### src/rtl/retune_pkg.sv
// Shared sizes and the sequencer state encoding.
// Assumes at most four standards and a sequence short enough for a 5-bit index.
package retune_pkg;
    localparam int STD_W  = 2;
    localparam int WORDS  = 28;
    localparam int DATA_W = 16;

    typedef enum logic [2:0] {
        ST_IDLE,
        ST_START,
        ST_SEND,
        ST_WAIT_CH,
        ST_DONE_HI,
        ST_WAIT_LOW
    } seq_state_t;
endpackage

### src/rtl/retune_fsm.sv
// Handshake controller: accepts a request, captures the standard, issues
// WORDS read requests, waits for the channel, raises done and waits for
// the request to drop. Assumes ch_done is a single-cycle or longer pulse.
module retune_fsm
    import retune_pkg::*;
#(
    parameter int SW = STD_W,
    parameter int NW = WORDS,
    localparam int IW = $clog2(NW)
) (
    input  logic          clk,
    input  logic          rst_n,
    input  logic [SW-1:0] std_sel,
    input  logic          start_req,
    input  logic          ch_done,
    output logic          rd_en,
    output logic [SW-1:0] rd_std,
    output logic [IW-1:0] rd_idx,
    output logic          cfg_done
);
    localparam logic [IW-1:0] LAST_IDX = IW'(NW - 1);

    seq_state_t    state;
    logic [SW-1:0] std_q;
    logic [IW-1:0] idx;

    // Read request is issued every cycle spent in the send state.
    always_comb begin
        rd_en  = (state == ST_SEND);
        rd_std = std_q;
        rd_idx = idx;
    end

    // State, captured standard, word index and done flag.
    always_ff @(posedge clk) begin
        if (!rst_n) begin
            state    <= ST_IDLE;
            std_q    <= '0;
            idx      <= '0;
            cfg_done <= 1'b1;
        end else begin
            case (state)
                ST_IDLE: if (start_req) begin
                    state    <= ST_START;
                    std_q    <= std_sel;
                    cfg_done <= 1'b0;
                end
                ST_START: begin
                    state <= ST_SEND;
                    idx   <= '0;
                end
                ST_SEND: begin
                    if (idx == LAST_IDX) begin
                        state <= ST_WAIT_CH;
                        idx   <= '0;
                    end else begin
                        idx <= idx + 1'b1;
                    end
                end
                ST_WAIT_CH: if (ch_done) begin
                    state    <= ST_DONE_HI;
                    cfg_done <= 1'b1;
                end
                ST_DONE_HI: state <= ST_WAIT_LOW;
                ST_WAIT_LOW: if (!start_req) state <= ST_IDLE;
                default: state <= ST_IDLE;
            endcase
        end
    end

    // an accepted request lowers done on the next cycle.
    p_req_drops_done_r2: assert property (@(posedge clk) disable iff (!rst_n)
        (state == ST_IDLE && start_req) |=> !cfg_done);

    // the index never runs past the last word while reading.
    p_idx_range_r3: assert property (@(posedge clk) disable iff (!rst_n)
        rd_en |-> (idx <= LAST_IDX));

    // the captured standard holds across consecutive reads.
    p_std_stable_r5: assert property (@(posedge clk) disable iff (!rst_n)
        (rd_en && $past(rd_en)) |-> $stable(std_q));

    // done rises only after a sampled channel-complete.
    p_done_rise_r7: assert property (@(posedge clk) disable iff (!rst_n)
        $rose(cfg_done) |-> $past(ch_done));

    // a request still held high after completion does not retrigger.
    p_no_retrigger_r8: assert property (@(posedge clk) disable iff (!rst_n)
        (state == ST_WAIT_LOW && start_req) |=> cfg_done);
endmodule

### src/rtl/retune_rom.sv
// Synchronous configuration lookup: registers the word, its address and
// the valid strobe one cycle after a read request. Contents are computed,
// one region per standard. Assumes DW >= SW + IW.
module retune_rom #(
    parameter int SW = 2,
    parameter int IW = 5,
    parameter int DW = 16,
    localparam int AW = SW + IW,
    localparam int LW = DW - SW - IW
) (
    input  logic          clk,
    input  logic          rst_n,
    input  logic          rd_en,
    input  logic [SW-1:0] rd_std,
    input  logic [IW-1:0] rd_idx,
    output logic          valid,
    output logic [AW-1:0] addr,
    output logic [DW-1:0] data
);
    logic [LW-1:0] low;

    // Low field of the word derived from the index.
    always_comb low = LW'(rd_idx) * LW'(3) + LW'(5);

    // Registered lookup output stage.
    always_ff @(posedge clk) begin
        if (!rst_n) begin
            valid <= 1'b0;
            addr  <= '0;
            data  <= '0;
        end else begin
            valid <= rd_en;
            if (rd_en) begin
                addr <= {rd_std, rd_idx};
                data <= {rd_std, rd_idx, low};
            end
        end
    end

    // every read request yields a valid word one cycle later.
    p_valid_follows_r4: assert property (@(posedge clk) disable iff (!rst_n)
        rd_en |=> valid);
endmodule

### src/rtl/xcvr_retune_seq.sv
// Top of the retune sequencer: joins the handshake controller to the
// configuration lookup and qualifies the receiver CRC error with done.
// Assumes the requester follows the four-phase request/done protocol.
module xcvr_retune_seq
    import retune_pkg::*;
#(
    parameter int SW = STD_W,
    parameter int NW = WORDS,
    parameter int DW = DATA_W,
    localparam int IW = $clog2(NW),
    localparam int AW = SW + IW
) (
    input  logic          clk,
    input  logic          rst_n,
    input  logic [SW-1:0] std_sel,
    input  logic          start_req,
    input  logic          ch_done,
    input  logic          crc_err_raw,
    output logic          cfg_done,
    output logic          cfg_valid,
    output logic [AW-1:0] cfg_addr,
    output logic [DW-1:0] cfg_data,
    output logic          crc_err_q
);
    logic          rd_en;
    logic [SW-1:0] rd_std;
    logic [IW-1:0] rd_idx;

    retune_fsm #(.SW(SW), .NW(NW)) u_fsm (
        .clk      (clk),
        .rst_n    (rst_n),
        .std_sel  (std_sel),
        .start_req(start_req),
        .ch_done  (ch_done),
        .rd_en    (rd_en),
        .rd_std   (rd_std),
        .rd_idx   (rd_idx),
        .cfg_done (cfg_done)
    );

    retune_rom #(.SW(SW), .IW(IW), .DW(DW)) u_rom (
        .clk   (clk),
        .rst_n (rst_n),
        .rd_en (rd_en),
        .rd_std(rd_std),
        .rd_idx(rd_idx),
        .valid (cfg_valid),
        .addr  (cfg_addr),
        .data  (cfg_data)
    );

    // CRC error is reported only when no reconfiguration is in progress.
    always_comb crc_err_q = crc_err_raw & cfg_done;

    // no qualified CRC error while done is low.
    p_crc_mask_r9: assert property (@(posedge clk) disable iff (!rst_n)
        !cfg_done |-> !crc_err_q);

    // words are never streamed while done is high.
    p_busy_when_valid_r6: assert property (@(posedge clk) disable iff (!rst_n)
        cfg_valid |-> !cfg_done);
endmodule

### config.mk
export PLATFORM = sky130hd
export DESIGN_NAME = xcvr_retune_seq
export DESIGN_NICKNAME = d
export VERILOG_FILES = /design/src/rtl/retune_pkg.sv /design/src/rtl/retune_fsm.sv /design/src/rtl/retune_rom.sv /design/src/rtl/xcvr_retune_seq.sv
export SDC_FILE = /design/constraint.sdc
export NUM_CORES = 1
export LEC_CHECK = 0
export BUFFER_PORTS_ARGS = -buffer_cell sky130_fd_sc_hd__buf_2
export CORE_MARGIN = 4
export CORE_UTILIZATION = 50
export CTS_BUF_LIST = sky130_fd_sc_hd__clkbuf_8
export CTS_CLUSTER_DIAMETER = 50
export DETAILED_ROUTE_END_ITERATION = 10
export PLACE_DENSITY = 0.75
export SLEW_MARGIN = 20
export SYNTH_ARGS = -nofsm -noshare
export SYNTH_HDL_FRONTEND = slang
export SYNTH_SLANG_ARGS = --single-unit
### constraint.sdc
create_clock -name clk -period 2.2 [get_ports clk]
set_input_delay 0.44 -clock clk [delete_from_list [all_inputs] [get_ports clk]]
set_output_delay 0.44 -clock clk [all_outputs]
set_load 0.02 [all_outputs]
======== Yosys cells after proc, flatten, opt, wreduce, memory -nomap -nowiden ========
Index checks and enable logic that the tools add are counted.
storage, ports and cells
  flip-flop bits (word level) ............. 35
  input bits .............................. 7
  output and inout bits ................... 26
  logic and storage cells ................. 37
operators by class
  $add $sub $neg .......................... 2
  $mul .................................... 1
  equality and inequality tests ........... 10
  mux-type cells .......................... 10
  bitwise logic cells ..................... 1
  reductions and logical operators ........ 6
operators by type and width
  cell                 count
  $pmux 3 s6           1
  $mux 3               4
  $pmux 5 s2           1
  $add 7x3->8 const B  1
  $ne 2x2->1 const B   4
  $mul 5x2->7 const B  1
  $eq 3x2->1 const B   2
  $eq 3x3->1 const B   2
  $add 5x1->5 const B  1
  $eq 5x5->1 const B   1
  $mux 5               1
  $reduce_and 4->1     1
  $reduce_bool 2->1    2
  $eq 3x1->1 const B   1
  $logic_not 3->1      1
  $reduce_and 3->1     1
  $mux 1               2
  $pmux 1 s2           1
  $reduce_and 2->1     1
  $and 1x1->1          1

======== Depth between registers and ports, before layout ========
  depth in word-level cells ............... 3
  gate-level depth with buffers ........... 8
  mapped depth without buffers ............ 8

======== Modules after synthesis ========
A second synthesis with hierarchy kept.
second synthesis, totals
  cells, all modules ...................... 152
  area, all modules ....................... 1400.1 µm²
by module, submodules not included
  module           instances  cells an instance  area each (µm²)  sequential area each (µm²)
  retune_rom       1          90                 833.3            300.3
  retune_fsm       1          61                 560.5            220.2
  xcvr_retune_seq  1          1                  6.3              0.0

======== Worst setup path after synthesis ========
No wires, ideal clock.
  kind .................................... flip-flop to flip-flop
  start point ............................. register u_fsm.idx[2] (netlist: u_fsm.rd_idx[2])
  end point ............................... register u_rom.data[5]
  library setup time ...................... 58 ps
  arrival ................................. 1848 ps
  slack ................................... 294 ps
  stages on the path, launching flop included .. 8
  cell sequence ........................... dfxtp_1 -> inv_1 -> ha_1 -> fa_1 -> nand2b_1 -> o2bb2ai_1 -> nor4b_1 -> a211o_1
between the ends
  longest elaborated chain between the ends .. 2
ends and longest elaborated chain
  what                    line              source
  start, declared         retune_fsm.sv:25  logic [IW-1:0] idx;
  start signal, assigned  retune_fsm.sv:57  idx <= idx + 1'b1;
  $mul 5x2->7             retune_rom.sv:23  always_comb low = LW'(rd_idx) * LW'(3) + LW'(5);
  $add 7x3->8             retune_rom.sv:23
  end signal, assigned    retune_rom.sv:35  data <= {rd_std, rd_idx, low};
  end, declared           retune_rom.sv:18  output logic [DW-1:0] data
Every way passes these cells.
A chain may end at the register's enable or synchronous reset.

======== Final worst setup path ========
  start point ............................. register u_fsm.idx[1] (netlist: u_fsm.rd_idx[1])
  end point ............................... register u_rom.data[5]
Same word-level chain as after synthesis.

==> flow_metrics.tcl <==
set metrics [dict create \
    status "finished, final reports clean" \
    power_density_nw_per_um2 723 \
    peakVddDrop_mv 0.445 \
    min_path_cells 2 \
    cts_max_path_buffers 2 \
    grt_overflow 0 \
    htree_levels 1 \
    nets 206 \
    cp_max_fo 4 \
    end_kind "flop" \
    min_path_type "input pin to flop" \
    dieArea_sq_um 3790 \
    finalNonFillerCells 217 \
    r2r_slack_ns 0.13 \
    first_iter_violations 43 \
    cts_sinks 26 \
    synth_edf_count 0 \
    finalHoldViolCount 0 \
    synth_compound_area_frac 0.164 \
    final_util 0.584 \
    fp.coreArea_sq_um 2760 \
    yosysSeqAreaShare 0.363 \
    portBuffers 30 \
    routed_via_density 5.31 \
    syn-cell-area_sq_um 1430 \
    clk_pin_slew_ns 0.09 \
    worstHoldStart "ch_done" \
    fin_skew_ns 0.00283 \
    grt.total_usage 0.175 \
    antenna_found_initial 0 \
    grt_pass1_wl_um 5010 \
    syn_avg_cell_area_sq_um 8.63 \
    cts_buffers 3 \
    p_leak_nw 0.762 \
    globalplace.congestion 0.789 \
    setup_viol_count_final 0 \
    drv_slew 0 \
    grt_max_degree 31 \
    start_util 0.520 \
    synth.area.mux_share 0.0140 \
    cp_data_required_time_ns 2.43 \
    max_freq_mhz 483 \
    drt_pass1_iterations 6 \
    synth_xor_xnor_area_share 0.0122 \
    drc_errors 0 \
    post-route-period-util 0.941 \
    synth_top_family_by_area "simple AND/OR/NAND/NOR gates" \
    arrival_ns 2.30 \
    synthAdderAreaFrac 0.110 \
    layout_min_cycle_time_ns 2.07 \
    final_cell_mix "30 x buf_2, 24 x nand2_1, 24 x dfxtp_1" \
    cp-start-kind "flop" \
    io_pins 33 \
    yosys.area_share.simple 0.218 \
    area_delta_synth_final_pct 12.4 \
    synthArstFlopShare 0 \
    timing.rr.start "u_fsm.rd_idx[1]" \
    final_common_cell "buf_2" \
    rows 19 \
    placed_cell_area_sq_um 1530 \
    ys_seq_elements 26 \
    dp.cells 213 \
    clk-insertion-delay-late_ns 0.27 \
    drtAntennaViolNets 0 \
    postRouteWirelength_um 2920 \
    num_vias 1152 \
    yosysWarnings 0 \
    postCtsHoldBufs 0 \
    postSynthCellCount 166 \
    criticalPathCategory "flop to flop" \
    dieWidth_um 61.5 \
    drive_above_1_share 0.226 \
    fp.dieH_um 61.5 \
    r2r.worst_path.cells 7 \
    worstSetupStartpoint "u_fsm.rd_idx[1]" \
    cts_tree "yes" \
    grt_pass1_vias 1210 \
    dp_hpwl_um 2140 \
    clockRootBuffer "clkbuf_8" \
    netlist-cell-type-count 40 \
    cap_violations 0 \
    synth_ff_type "dfxtp_1" \
    final_area_sq_um 1610 \
    wire_per_inst_um 13.5 \
    diodes 0 \
]
[registers in the layout, summed over array words and instances, names as in the netlist]
name	flops
u_rom.valid	1
u_fsm.state	3
u_rom.addr	7
u_fsm.rd_idx	5
u_fsm.cfg_done	1
u_fsm.rd_std	2
u_rom.data	7
[cell usage after synthesis (4+ instances only)]
| cell | number | area share |
|---|---|---|
| dfxtp_1 | 26 | 0.36 |
| nor2_1 | 7 | 0.018 |
| buf_4 | 10 | 0.052 |
| inv_1 | 13 | 0.034 |
| nand3_1 | 4 | 0.014 |
| clkbuf_1 | 4 | 0.010 |
| nand2_1 | 24 | 0.063 |
| a21boi_0 | 10 | 0.052 |
| o21ai_0 | 8 | 0.028 |
| and2_1 | 4 | 0.017 |
| ha_1 | 11 | 0.096 |
[critical path: stages, from the launching register on]
cell and delay [ns]:
dfxtp_2 0.37, inv_1 0.08, ha_1 0.35, fa_1 0.46, nand2b_1 0.20, o2bb2ai_1 0.16
nor4b_1 0.28, a211o_1 0.13
[power by group]
group          switching (mW)  internal [mW]  total [mW]
Clock                   0.155          0.244       0.398
Sequential             0.0340          0.500       0.534
Combinational           0.137         0.0941       0.231
[cell type report]
class	count	area, sq um
Fill cell	259	1150
Clock inverter	1	30.0
Tap cell	31	38.8
Clock buffer	3	41.3
Sequential cell	26	523
Multi-Input combinational cell	110	756
Inverter	13	48.8
Timing Repair Buffer	33	173
[final timing paths]
| path | to |
|---|---|
| worst max register to register | u_rom.data[5] |
| worst min-delay path | u_fsm.state[1] |
| worst min register to register | u_rom.data[3] |
| worst max-delay path | u_rom.data[5] |
[stage by stage]
stage               setup WS [ns]  setup TNS (ns)  hold WS (ns)  power [mW]
finish                      0.129               0         0.393        1.16
global placement            0.226               0         0.449       0.765
global route             -0.00287        -0.00287         0.403        1.23
CTS                        0.0621               0         0.394        1.17
detailed placement          0.109               0         0.457       0.773
floorplan                   0.294               0         0.440       0.720
[logic make-up after synthesis]
group                    Yosys count
AO/OA/AOI/OAI                     34
buffers and inverters             31
adder cells (fa/ha/maj)           12
AND/OR/NAND/NOR                   58
XOR/XNOR                           2
multiplexers                       2
other                              1
flip-flops                        26
[repair_timing]
action | 4_1_cts | 5_1_grt
gates resized for setup | 0 | 3
setup buffers | 0 | 0
setup endpoints to repair | 0 | 2
[per-layer routing]
metal / up-vias / track usage / share of wire
met1: 529 / 0.197 / 0.42
met2: 26 / 0.324 / 0.51
met5: - / 0 / 0
met3: 7 / 0.0252 / 0.046
li1: 590 / - / -
met4: 0 / 0.0727 / 0.018
(Power assumes the default switching activity.)
